[src/rtl/i2c_byte_tx.sv]
module i2c_byte_tx #(
  parameter int DIV_W = 8
) (
  input  logic             clk,
  input  logic             rst_n,
  input  logic [DIV_W-1:0] reload,
  input  logic             wr_en,
  input  logic [7:0]       wr_data,
  input  logic             clr_irq,
  input  logic             clr_col,
  input  logic             sda_in,
  output logic             scl_drive_low,
  output logic             sda_drive_low,
  output logic             busy,
  output logic             buf_full,
  output logic             ack_stat,
  output logic             irq,
  output logic             wcol
);

  localparam int BITS = 8;
  localparam int BCW  = $clog2(BITS + 1);

  logic [DIV_W-1:0] rld, cnt;
  logic [BCW-1:0]   bit_cnt;
  logic [7:0]       shreg;
  logic             scl_hi;

  wire accept   = wr_en && !busy;
  wire rollover = busy && (cnt == '0);
  wire fall     = rollover && scl_hi;
  wire last     = (bit_cnt == BCW'(BITS));

  assign scl_drive_low = !scl_hi;

  always_ff @(posedge clk or negedge rst_n) begin
    if (!rst_n) begin
      rld <= '0;
      cnt <= '0;
      bit_cnt <= '0;
      shreg <= '0;
      scl_hi <= 1'b0;
      sda_drive_low <= 1'b0;
      busy <= 1'b0;
      buf_full <= 1'b0;
      ack_stat <= 1'b0;
    end else if (accept) begin
      rld <= reload;
      cnt <= reload;
      bit_cnt <= '0;
      shreg <= wr_data;
      scl_hi <= 1'b0;
      sda_drive_low <= ~wr_data[7];
      busy <= 1'b1;
      buf_full <= 1'b1;
    end else if (busy) begin
      if (cnt != '0) begin
        cnt <= cnt - 1'b1;
      end else begin
        cnt <= rld;
        if (!scl_hi) begin
          scl_hi <= 1'b1;
        end else begin
          scl_hi <= 1'b0;
          if (last) begin
            busy <= 1'b0;
            ack_stat <= sda_in;
          end else begin
            bit_cnt <= bit_cnt + 1'b1;
            shreg <= {shreg[6:0], 1'b0};
            if (bit_cnt == BCW'(BITS - 1)) begin
              buf_full <= 1'b0;
              sda_drive_low <= 1'b0;
            end else begin
              sda_drive_low <= ~shreg[6];
            end
          end
        end
      end
    end
  end

  always_ff @(posedge clk or negedge rst_n) begin
    if (!rst_n) begin
      irq <= 1'b0;
      wcol <= 1'b0;
    end else begin
      if (fall && last)  irq <= 1'b1;
      else if (clr_irq)  irq <= 1'b0;
      if (wr_en && busy) wcol <= 1'b1;
      else if (clr_col)  wcol <= 1'b0;
    end
  end

endmodule


[config.mk]
export PLATFORM = sky130hd
export DESIGN_NAME = i2c_byte_tx
export DESIGN_NICKNAME = d
export VERILOG_FILES = /design/src/rtl/i2c_byte_tx.sv
export SDC_FILE = /design/constraint.sdc
export NUM_CORES = 1
export LEC_CHECK = 0
export BUFFER_PORTS_ARGS = -buffer_cell sky130_fd_sc_hd__buf_2
export CORE_MARGIN = 1
export CORE_UTILIZATION = 35
export DETAILED_ROUTE_END_ITERATION = 8
export PLACE_DENSITY = 0.6
export SLEW_MARGIN = 20
export SYNTH_ARGS = -nofsm -noshare
export SYNTH_HDL_FRONTEND = slang
export SYNTH_SLANG_ARGS = --single-unit
[constraint.sdc]
create_clock -name clk -period 1.9 [get_ports clk]
set_input_delay 0.285 -clock clk [delete_from_list [all_inputs] [get_ports clk]]
set_output_delay 0.285 -clock clk [all_outputs]
set_load 0.05 [all_outputs]
==> results of run 1 <==
critical path, stage by stage (launching register included):
cell and delay, ns:
dfrtp_1 0.39, inv_1 0.11, ha_1 0.17, nor4b_4 0.29, nand4_2 0.18, buf_4 0.18, nand2_1 0.15, o221a_2 0.21
cell type report:
cell class	count	area share [%]
repair buffers	39	9.94
multi-input cells	135	40.1
well taps	67	3.74
inverters	11	1.84
flip-flops and latches	34	38.0
clock buffers	6	3.69
clock inverters	2	2.68
metal layers:
layer | part of all wire [%] | global-route usage, % | vias to the layer above
met5 | 0 | 0 | -
met4 | 1.5 | 6.92 | 0
met3 | 4.1 | 4.61 | 6
met2 | 41 | 23.6 | 28
met1 | 54 | 27.6 | 675
li1 | - | - | 734
worst paths after layout:
kind / start / to / slack [ns]
max: cnt[0] / shreg[1] / 0.15
min: rst_n / rld[0] / 0.06
max reg2reg: cnt[0] / shreg[1] / 0.15
min reg2reg: rld[0] / rld[0] / 0.48
max in group asynchronous: rst_n / rld[7] / 1.36
min in group clk: wr_data[7] / sda_drive_low / 0.16
stage by stage:
| step | power, mW | util, % | setup WS (ns) |
|---|---|---|---|
| after detailed placement | 1.91 | 43.0 | 0.156 |
| after global routing | 2.92 | 45.9 | 0.0331 |
| after CTS | 2.76 | 45.9 | 0.138 |
| after global placement | 1.91 | 43.0 | 0.201 |
| final | 2.74 | 45.9 | 0.146 |
| after floorplan | 1.71 | - | 0.126 |
Yosys cell counts (2+ instances only):
cell type	number	share of area, %
nand2_1	36	7.4
dfrtp_1	34	46
a21oi_1	12	3.3
inv_1	11	2.3
o21ai_0	10	2.7
nand2b_1	8	2.7
nand3_1	8	2.2
nor2_1	8	1.6
mux2i_1	6	3.3
o221a_2	5	3.1
clkbuf_1	4	0.82
ha_1	4	2.7
a32oi_1	3	1.4
buf_2	3	0.82
mux2_2	3	1.8
o22ai_1	3	1.0
nand3b_1	2	0.82
nand4_2	2	1.4
nor4b_4	2	2.6
o211a_1	2	1.1
or3_1	2	0.68
xor2_1	2	0.96
sequential cells by signal (all words and copies together), names as in the netlist:
signal         count
buf_full           1
rld                8
ack_stat           1
wcol               1
irq                1
busy               1
shreg              7
bit_cnt            4
sda_drive_low      1
cnt                8
scl_hi             1
cells by family (layout without fill, tap and decap cells):
logic type / count (synthesis) / in the layout / share of synthesized area, %
AND/OR/NAND/NOR: 77 / 77 / 24.1
XOR/XNOR: 3 / 3 / 1.43
flip-flops: 34 / 34 / 46.4
AO/OA/AOI/OAI: 42 / 42 / 15.7
multiplexers: 9 / 9 / 5.12
buffers and inverters: 19 / 58 / 4.50
adder cells (fa/ha/maj): 4 / 4 / 2.73
power by group:
group | internal (mW) | switching, mW | total, mW
Combinational | 0.359 | 0.372 | 0.731
Clock | 0.560 | 0.274 | 0.833
Sequential | 0.917 | 0.256 | 1.17
Total | 1.84 | 0.902 | 2.74
==> flow_summary.toml, run 1 <==
[outcome]
status = "completed"

[layout]
design_area_um2 = 2240
area_growth_pct = 22.3
multi_input_area_um2 = 900
final_common_cell = "nand2_1"
drive_gt1_share_pct = 29.1
nets = 252
regArea_um2 = 851
fillers = 486
instances_no_fill = 294
num_antenna_cells = 0
mostFrequentLayoutCells = "nand2_1, dfrtp_1, buf_2"

[global_routing]
grt_pass1_wl_um = 7270
grt_pass1_vias = 1419
overflow = 0
grt_usage_pct = 17.9
grt_max_degree = 35
antenna_found_initial = 0

[detailed_routing]
via_per_inst = 4.91
drtIter0Drc = 122
drc = 0
wl_per_cell_um = 13.9
drt-total-wl_um = 4070
drtAntennaViolNets = 0
firstDrtPassIters = 4
via_count = 1443

[clock_network]
cts_tree = "done"
postCtsSetupBuffers = 0
cts_resized = 0
cts_buffers = 5
cts_buffer_depth = 2
clkSlewWorstSetupHoldPaths_ns = 0.07
cts_hold_buf = 0
root_buffer = "clkbuf_8"
insertion_delay_ns = 0.29
cts_num_sinks = 34
cts_htree_levels = 2

[timing]
slew_headroom_pct = 49.7
tightest_slew_ns = 0.755
post-route-period-util_pct = 92.3
finalSetupViolCount = 0
finalSetupTns_ns = 0
drv_slew = 0
final_hold_viol_count = 0
whs_ns = 0.0562
fmax_mhz = 570
fin_skew_ns = 0.00375
fin_crit_ns = 1.75
rsz0062_at_grt = "false"

[placed_design]
dp.cells = 286
dpl.hpwl_um = 2910
dpl_cell_area_um2 = 2100
port_buffers = 28
gp_congestion = 0.858

[critical_path]
critPathArrivalTime_ns = 1.99
start_kind = "flip-flop"
critical_path_class = "flip-flop to flip-flop"
critPathRequiredTime_ns = 2.13
ff2ff_path_depth = 7
worstSetupEndpointType = "flip-flop"
crit_fanout = 5

[yosys]
synth_nets = 214
avgSynthCellArea_um2 = 9.75
ys_types = 40
ys_ff_latch = 34
synth_edf_count = 0
async_reset_ff_share_pct = 100
syn_area_um2 = 1830
netlist_instances = 188
yosysSeqAreaShare_pct = 46.4
synth_ff_type = "dfrtp_1"
synth_warnings = 0

[floorplanning]
core-area_um2 = 4880
rows = 25
fp.dieW_um = 74.4
die_h_um = 74.4
start_util_pct = 37.6
num_io_pins = 29
dieArea_um2 = 5530

[pwr]
powerDensity_nw_per_um2 = 1220
ir_drop_uv = 402
leakage_nw = 1.09

[flow_run]
maxCapViolCount = 0

[worst_hold_path]
min_path_type = "primary input to async pin"
(Power assumes the default switching activity.)
==> inputs of run 2 (changes only) <==
Settings changed: ABC_AREA set to 1.
==> run 2 against run 1 <==
Final cell count is 13% higher. Power fell by 17%. Global-route usage shrank 2.7 points. Via count grew 3.0%. Synthesized cell count increased by 26%. Register-to-register slack improved by 0.13 ns. Sequential share of layout area grew 2.8 points. Critical path type unchanged.
==> flow_summary.toml, run 2 <==
[outcome]
status = "completed"

[clock_network]
cts_tree = "done"
cts_hold_buf = 0
postCtsSetupBuffers = 0
cts_buffer_depth = 2
clkSlewWorstSetupHoldPaths_ns = 0.06
cts_num_sinks = 34
insertion_delay_ns = 0.28
root_buffer = "clkbuf_8"
cts_htree_levels = 2
cts_resized = 0
cts_buffers = 5

[yosys]
synth_largest_area_cell = "dfrtp_1"
synth_top_cells_by_count = "nand2_1, dfrtp_1, inv_1"
yosysMostFrequentCell = "nand2_1"
synth_warnings = 0
synth.top_cell.area_share_pct = 46.4
synthTopCellsByArea = "dfrtp_1, nand2_1, o21ai_1"
synth_ff_type = "dfrtp_1"
ys_types = 24
yosysSeqAreaShare_pct = 46.4
avgSynthCellArea_um2 = 7.73
synth_edf_count = 0
netlist_instances = 237
synth_nets = 263
async_reset_ff_share_pct = 100
ys_ff_latch = 34
syn_area_um2 = 1830

[critical_path]
crit_fanout = 16
path_buf_inv = 1
cpMaxStageDelayCell = "dfrtp_1"
reg2reg_slack_ns = 0.28
cp_top_family = "simple AND/OR/NAND/NOR gates"
worstSetupEndpointType = "flip-flop"
cp_common_cell = "nand2_4"
critPathArrivalTime_ns = 1.83
critical_path_class = "flip-flop to flip-flop"
critPathRequiredTime_ns = 2.10
worstPathCellList = "inv_1 -> ha_1 -> nand3_2 -> nor2_8 -> nand2_4 -> nand2_4 -> nand2_1 -> a21oi_1"
start_kind = "flip-flop"
critPathMaxStageDelay_ns = 0.38

[detailed_routing]
firstDrtPassIters = 4
wl_met3_um = 184
wl_per_cell_um = 10.6
drtAntennaViolNets = 0
via_count = 1486
drc = 0
top_layer_used = "met4"
drtIter0Drc = 90
wl_met2_um = 1540
drt-total-wl_um = 3520
via_per_inst = 4.46
drt-met1-wl_um = 1730

[layout]
fillers = 528
final_common_cell = "nand2_1"
multi_input_area_um2 = 792
reg.largest.list = "cnt: 8 flops, rld: 8 flops, shreg: 7 flops"
instances_no_fill = 333
drive_gt1_share_pct = 18.0
mostFrequentLayoutCells = "nand2_1, dfrtp_1, inv_1"
nets = 292
area_growth_pct = 13.9
num_antenna_cells = 0
regArea_um2 = 851

[pwr]
ir_drop_uv = 288
leakage_nw = 1.13
powerDensity_nw_per_um2 = 1090

[floorplanning]
rows = 25
start_util_pct = 37.6
die_h_um = 74.4
core-area_um2 = 4880
dieArea_um2 = 5530
num_io_pins = 29
fp.dieW_um = 74.4

[placed_design]
dp.cells = 326
gp_congestion = 0.749
dpl.hpwl_um = 2500
port_buffers = 28

[global_routing]
grt_max_degree = 35
overflow = 0
grt_usage_pct = 15.2
antenna_found_initial = 0
grt_pass1_vias = 1457
grt_pass1_wl_um = 6410

[worst_hold_path]
min_path_type = "primary input to async pin"

[timing]
post-route-period-util_pct = 85.5
finalSetupViolCount = 0
final_hold_viol_count = 0
slew_headroom_pct = 49.1
tightest_slew_ns = 0.763
rsz0062_at_grt = "false"
drv_slew = 0
fmax_mhz = 615
fin_skew_ns = 0.00249
finalSetupTns_ns = 0
fin_crit_ns = 1.62

[flow_run]
maxCapViolCount = 0
==> run 2: cell count changes in the layout (fill, tap and decap cells not counted), sizes merged, moves of 5 or more <==
| cell | before | now |
|---|---|---|
| nand2b | 9 | 0 |
| mux2i | 6 | 0 |
| buf | 39 | 28 |
| nor2 | 8 | 30 |
| inv | 11 | 38 |
| nand2 | 36 | 62 |
| a21oi | 12 | 18 |
| o21ai | 10 | 29 |
| o221a | 5 | 0 |
==> run 2: final timing paths <==
path                                    start  depth (start not counted)             to
worst min register to register  sda_drive_low                          2  sda_drive_low
worst max-delay path                   cnt[0]                          8     bit_cnt[2]
worst min-delay path                    rst_n                          1       shreg[2]
min in group clk                      clr_irq                          2            irq
max in group asynchronous               rst_n                          1     bit_cnt[2]
worst max register to register         cnt[0]                          8     bit_cnt[2]
==> run 2: power by group <==
| part | switching, mW | leakage (nW) | internal (mW) |
|---|---|---|---|
| registers | 0.149 | 0.389 | 0.909 |
| logic | 0.443 | 0.703 | 0.287 |
| clock network | 0.243 | 0.0383 | 0.252 |
| total | 0.835 | 1.13 | 1.45 |
==> run 2: logic make-up (layout without fill, tap and decap cells) <==
family / Yosys count / after routing / share of synthesized area (%)
AOI/OAI and AO/OA: 48 / 48 / 13.2
xor gates and xnor gates: 4 / 4 / 1.91
adders and majority gates: 4 / 4 / 2.73
buffers and inverters: 44 / 73 / 10.4
DFF: 34 / 34 / 46.4
and+or+nand+nor: 103 / 103 / 25.4
==> run 2: layout make-up <==
class                      instances  share of cell area [%]
sequential                        34                    40.7
multi-input combinational        159                    37.9
inverter                          38                    6.95
timing repair buffer              28                    6.71
tap                               67                    4.01
clock buffer                       7                    3.65
==> run 2: metrics by stage <==
stage / hold slack, ns / utilization [%] / instance area (um2) / worst slack, ns / power (mW)
after floorplan: -0.0106 / - / 1830 / 0.394 / 1.63
after global placement: 0.405 / 41.2 / 2010 / 0.331 / 1.78
after detailed placement: 0.414 / 41.2 / 2010 / 0.275 / 1.81
after CTS: 0.106 / 42.8 / 2090 / 0.261 / 2.31
after global routing: 0.144 / 42.8 / 2090 / 0.114 / 2.50
final: 0.0733 / 42.8 / 2090 / 0.275 / 2.28
==> run 2: per-layer routing <==
| layer | global-route usage [%] | vias to the layer above |
|---|---|---|
| met2 | 24.2 | 32 |
| li1 | - | 796 |
| met1 | 19.9 | 651 |
| met4 | 6.29 | 0 |
| met5 | 0 | - |
| met3 | 3.66 | 7 |
==> inputs of run 3 (changes only) <==
Settings changed: BUFFER_PORTS_ARGS -buffer_cell sky130_fd_sc_hd__buf_2 to -buffer_cell sky130_fd_sc_hd__buf_4, CORE_MARGIN 1 to unset.
==> run 3 against run 2 <==
Die area unchanged. First-iteration DRC count fell by 4.4%. Critical path type unchanged. Clock skew barely moved. Wire length barely moved. Count of clock-buffer cells in the layout is the same.
==> flow_summary.toml, run 3 (synthesized netlist as in run 2, its figures left out) <==
[layout]
area_growth_pct = 18.3
nets = 293
design_area_um2 = 2170
reg.largest.list = "cnt: 8 flops, rld: 8 flops, shreg: 7 flops"
drive_gt1_share_pct = 18.0
final_common_cell = "nand2_1"
num_antenna_cells = 0
mostFrequentLayoutCells = "nand2_1, dfrtp_1, inv_1"

[timing]
post-route-period-util_pct = 85.4
drv_slew = 0
finalSetupViolCount = 0
fin_crit_ns = 1.62
tightest_slew_ns = 0.439
fin_skew_ns = 0.00294
fmax_mhz = 617
final_hold_viol_count = 0
fin_ws_ns = 0.278
finalSetupTns_ns = 0
slew_headroom_pct = 70.7
rsz0062_at_grt = "false"

[pwr]
powerDensity_nw_per_um2 = 1060
leakage_nw = 1.16
ir_drop_uv = 345

[floorplanning]
num_io_pins = 29
dieArea_um2 = 5530
core-area_um2 = 4880
die_h_um = 74.4
rows = 25
fp.dieW_um = 74.4
start_util_pct = 37.6

[detailed_routing]
drt-total-wl_um = 3520
drtIter0Drc = 86
firstDrtPassIters = 4
via_count = 1494
drc = 0
wl_per_cell_um = 10.5
drtAntennaViolNets = 0
via_per_inst = 4.47

[clock_network]
root_buffer = "clkbuf_8"
cts_buffers = 5
postCtsSetupBuffers = 0
cts_tree = "done"
cts_buffer_depth = 2
clkSlewWorstSetupHoldPaths_ns = 0.06
insertion_delay_ns = 0.28
cts_htree_levels = 2
cts_num_sinks = 34
cts_resized = 0

[critical_path]
r2r-start = "cnt[0]"
cpMaxStageDelayCell = "dfrtp_1"
ff2ff_path_depth = 9
worstPathCellList = "inv_1 -> ha_1 -> nand3_2 -> nor2_8 -> nand2_4 -> nand2_4 -> inv_2 -> nand2_1 -> nand2_1"
critPathRequiredTime_ns = 2.08
critPathArrivalTime_ns = 1.80
reg2reg_slack_ns = 0.28
critical_path_class = "flip-flop to flip-flop"
cp_top_family = "simple AND/OR/NAND/NOR gates"
start_kind = "flip-flop"
path_buf_inv = 2
worstSetupEndpointType = "flip-flop"
crit_fanout = 16
critPathMaxStageDelay_ns = 0.38
r2r-end = "bit_cnt[3]"

[placed_design]
dpl_cell_area_um2 = 2080
gp_congestion = 0.744
port_buffers = 28
dpl.hpwl_um = 2490
pre_cts_ws_ns = 0.281

[worst_hold_path]
worstHoldStart = "clr_irq"
hold_path_end = "irq"
min_path_type = "primary input to flip-flop"
whs_path_depth = 2

[global_routing]
overflow = 0
antenna_found_initial = 0
grt_usage_pct = 14.4
grt_max_degree = 35
grt_pass1_wl_um = 5980
grt_pass1_vias = 1337

[outcome]
status = "completed"

[flow_run]
maxCapViolCount = 0
run 3: changes by cell type in the layout (fill, tap and decap cells not counted), sizes merged:
| cell | previous run | this run |
|---|---|---|
| dlygate4sd3 | 0 | 1 |
run 3: repair_timing:
item | 4_1_cts | 5_1_grt
hold buffers | 1 | 0
hold endpoints to repair | 34 | 0
setup endpoints to repair | 0 | 0
run 3: area by class of cell:
cell class                 instances  area (um2)
fill                             515        2710
clock buffer                       7        76.3
sequential                        34         851
inverter                          38         145
multi-input combinational        159         792
tap                               67        83.8
timing repair buffer              29         220
run 3: per-layer routing:
metal	global-route usage, %	part of all wire [%]	vias up
li1	-	-	797
met1	18.7	50	661
met2	22.4	43	32
met3	4.47	4.9	4
met4	5.66	1.4	0
met5	0	0	-
run 3: power by group:
| part | total (mW) | internal [mW] | switching (mW) |
|---|---|---|---|
| logic | 0.754 | 0.310 | 0.445 |
| registers | 1.06 | 0.909 | 0.150 |
| clock network | 0.492 | 0.252 | 0.240 |
run 3: worst max path at each step:
stage | startpoint | end | slack (ns) | cells past startpoint
after floorplan | busy | bit_cnt[0] | 0.39 | 6
after global placement | cnt[0] | bit_cnt[3] | 0.34 | 9
after detailed placement | cnt[0] | shreg[4] | 0.28 | 9
after CTS | cnt[0] | bit_cnt[3] | 0.26 | 9
after global routing | cnt[0] | bit_cnt[2] | 0.1 | 8
final | cnt[0] | bit_cnt[3] | 0.28 | 9
run 3: stage by stage:
step | instances | util (%) | power, mW | hold slack, ns
after floorplan | 237 | - | 1.63 | -0.0106
after global placement | 326 | 42.7 | 1.80 | 0.261
after detailed placement | 326 | 42.7 | 1.83 | 0.266
after CTS | 334 | 44.4 | 2.34 | 0.162
after global routing | 334 | 44.4 | 2.49 | 0.170
final | 334 | 44.4 | 2.31 | 0.174
run 3: worst register-to-register path: cells and delay by family (launching register included):
family | cells | cell delay [ns]
flops | 1 | 0.38
buf+inv | 2 | 0.19
fa+ha+maj | 1 | 0.18
simple gates | 6 | 0.76
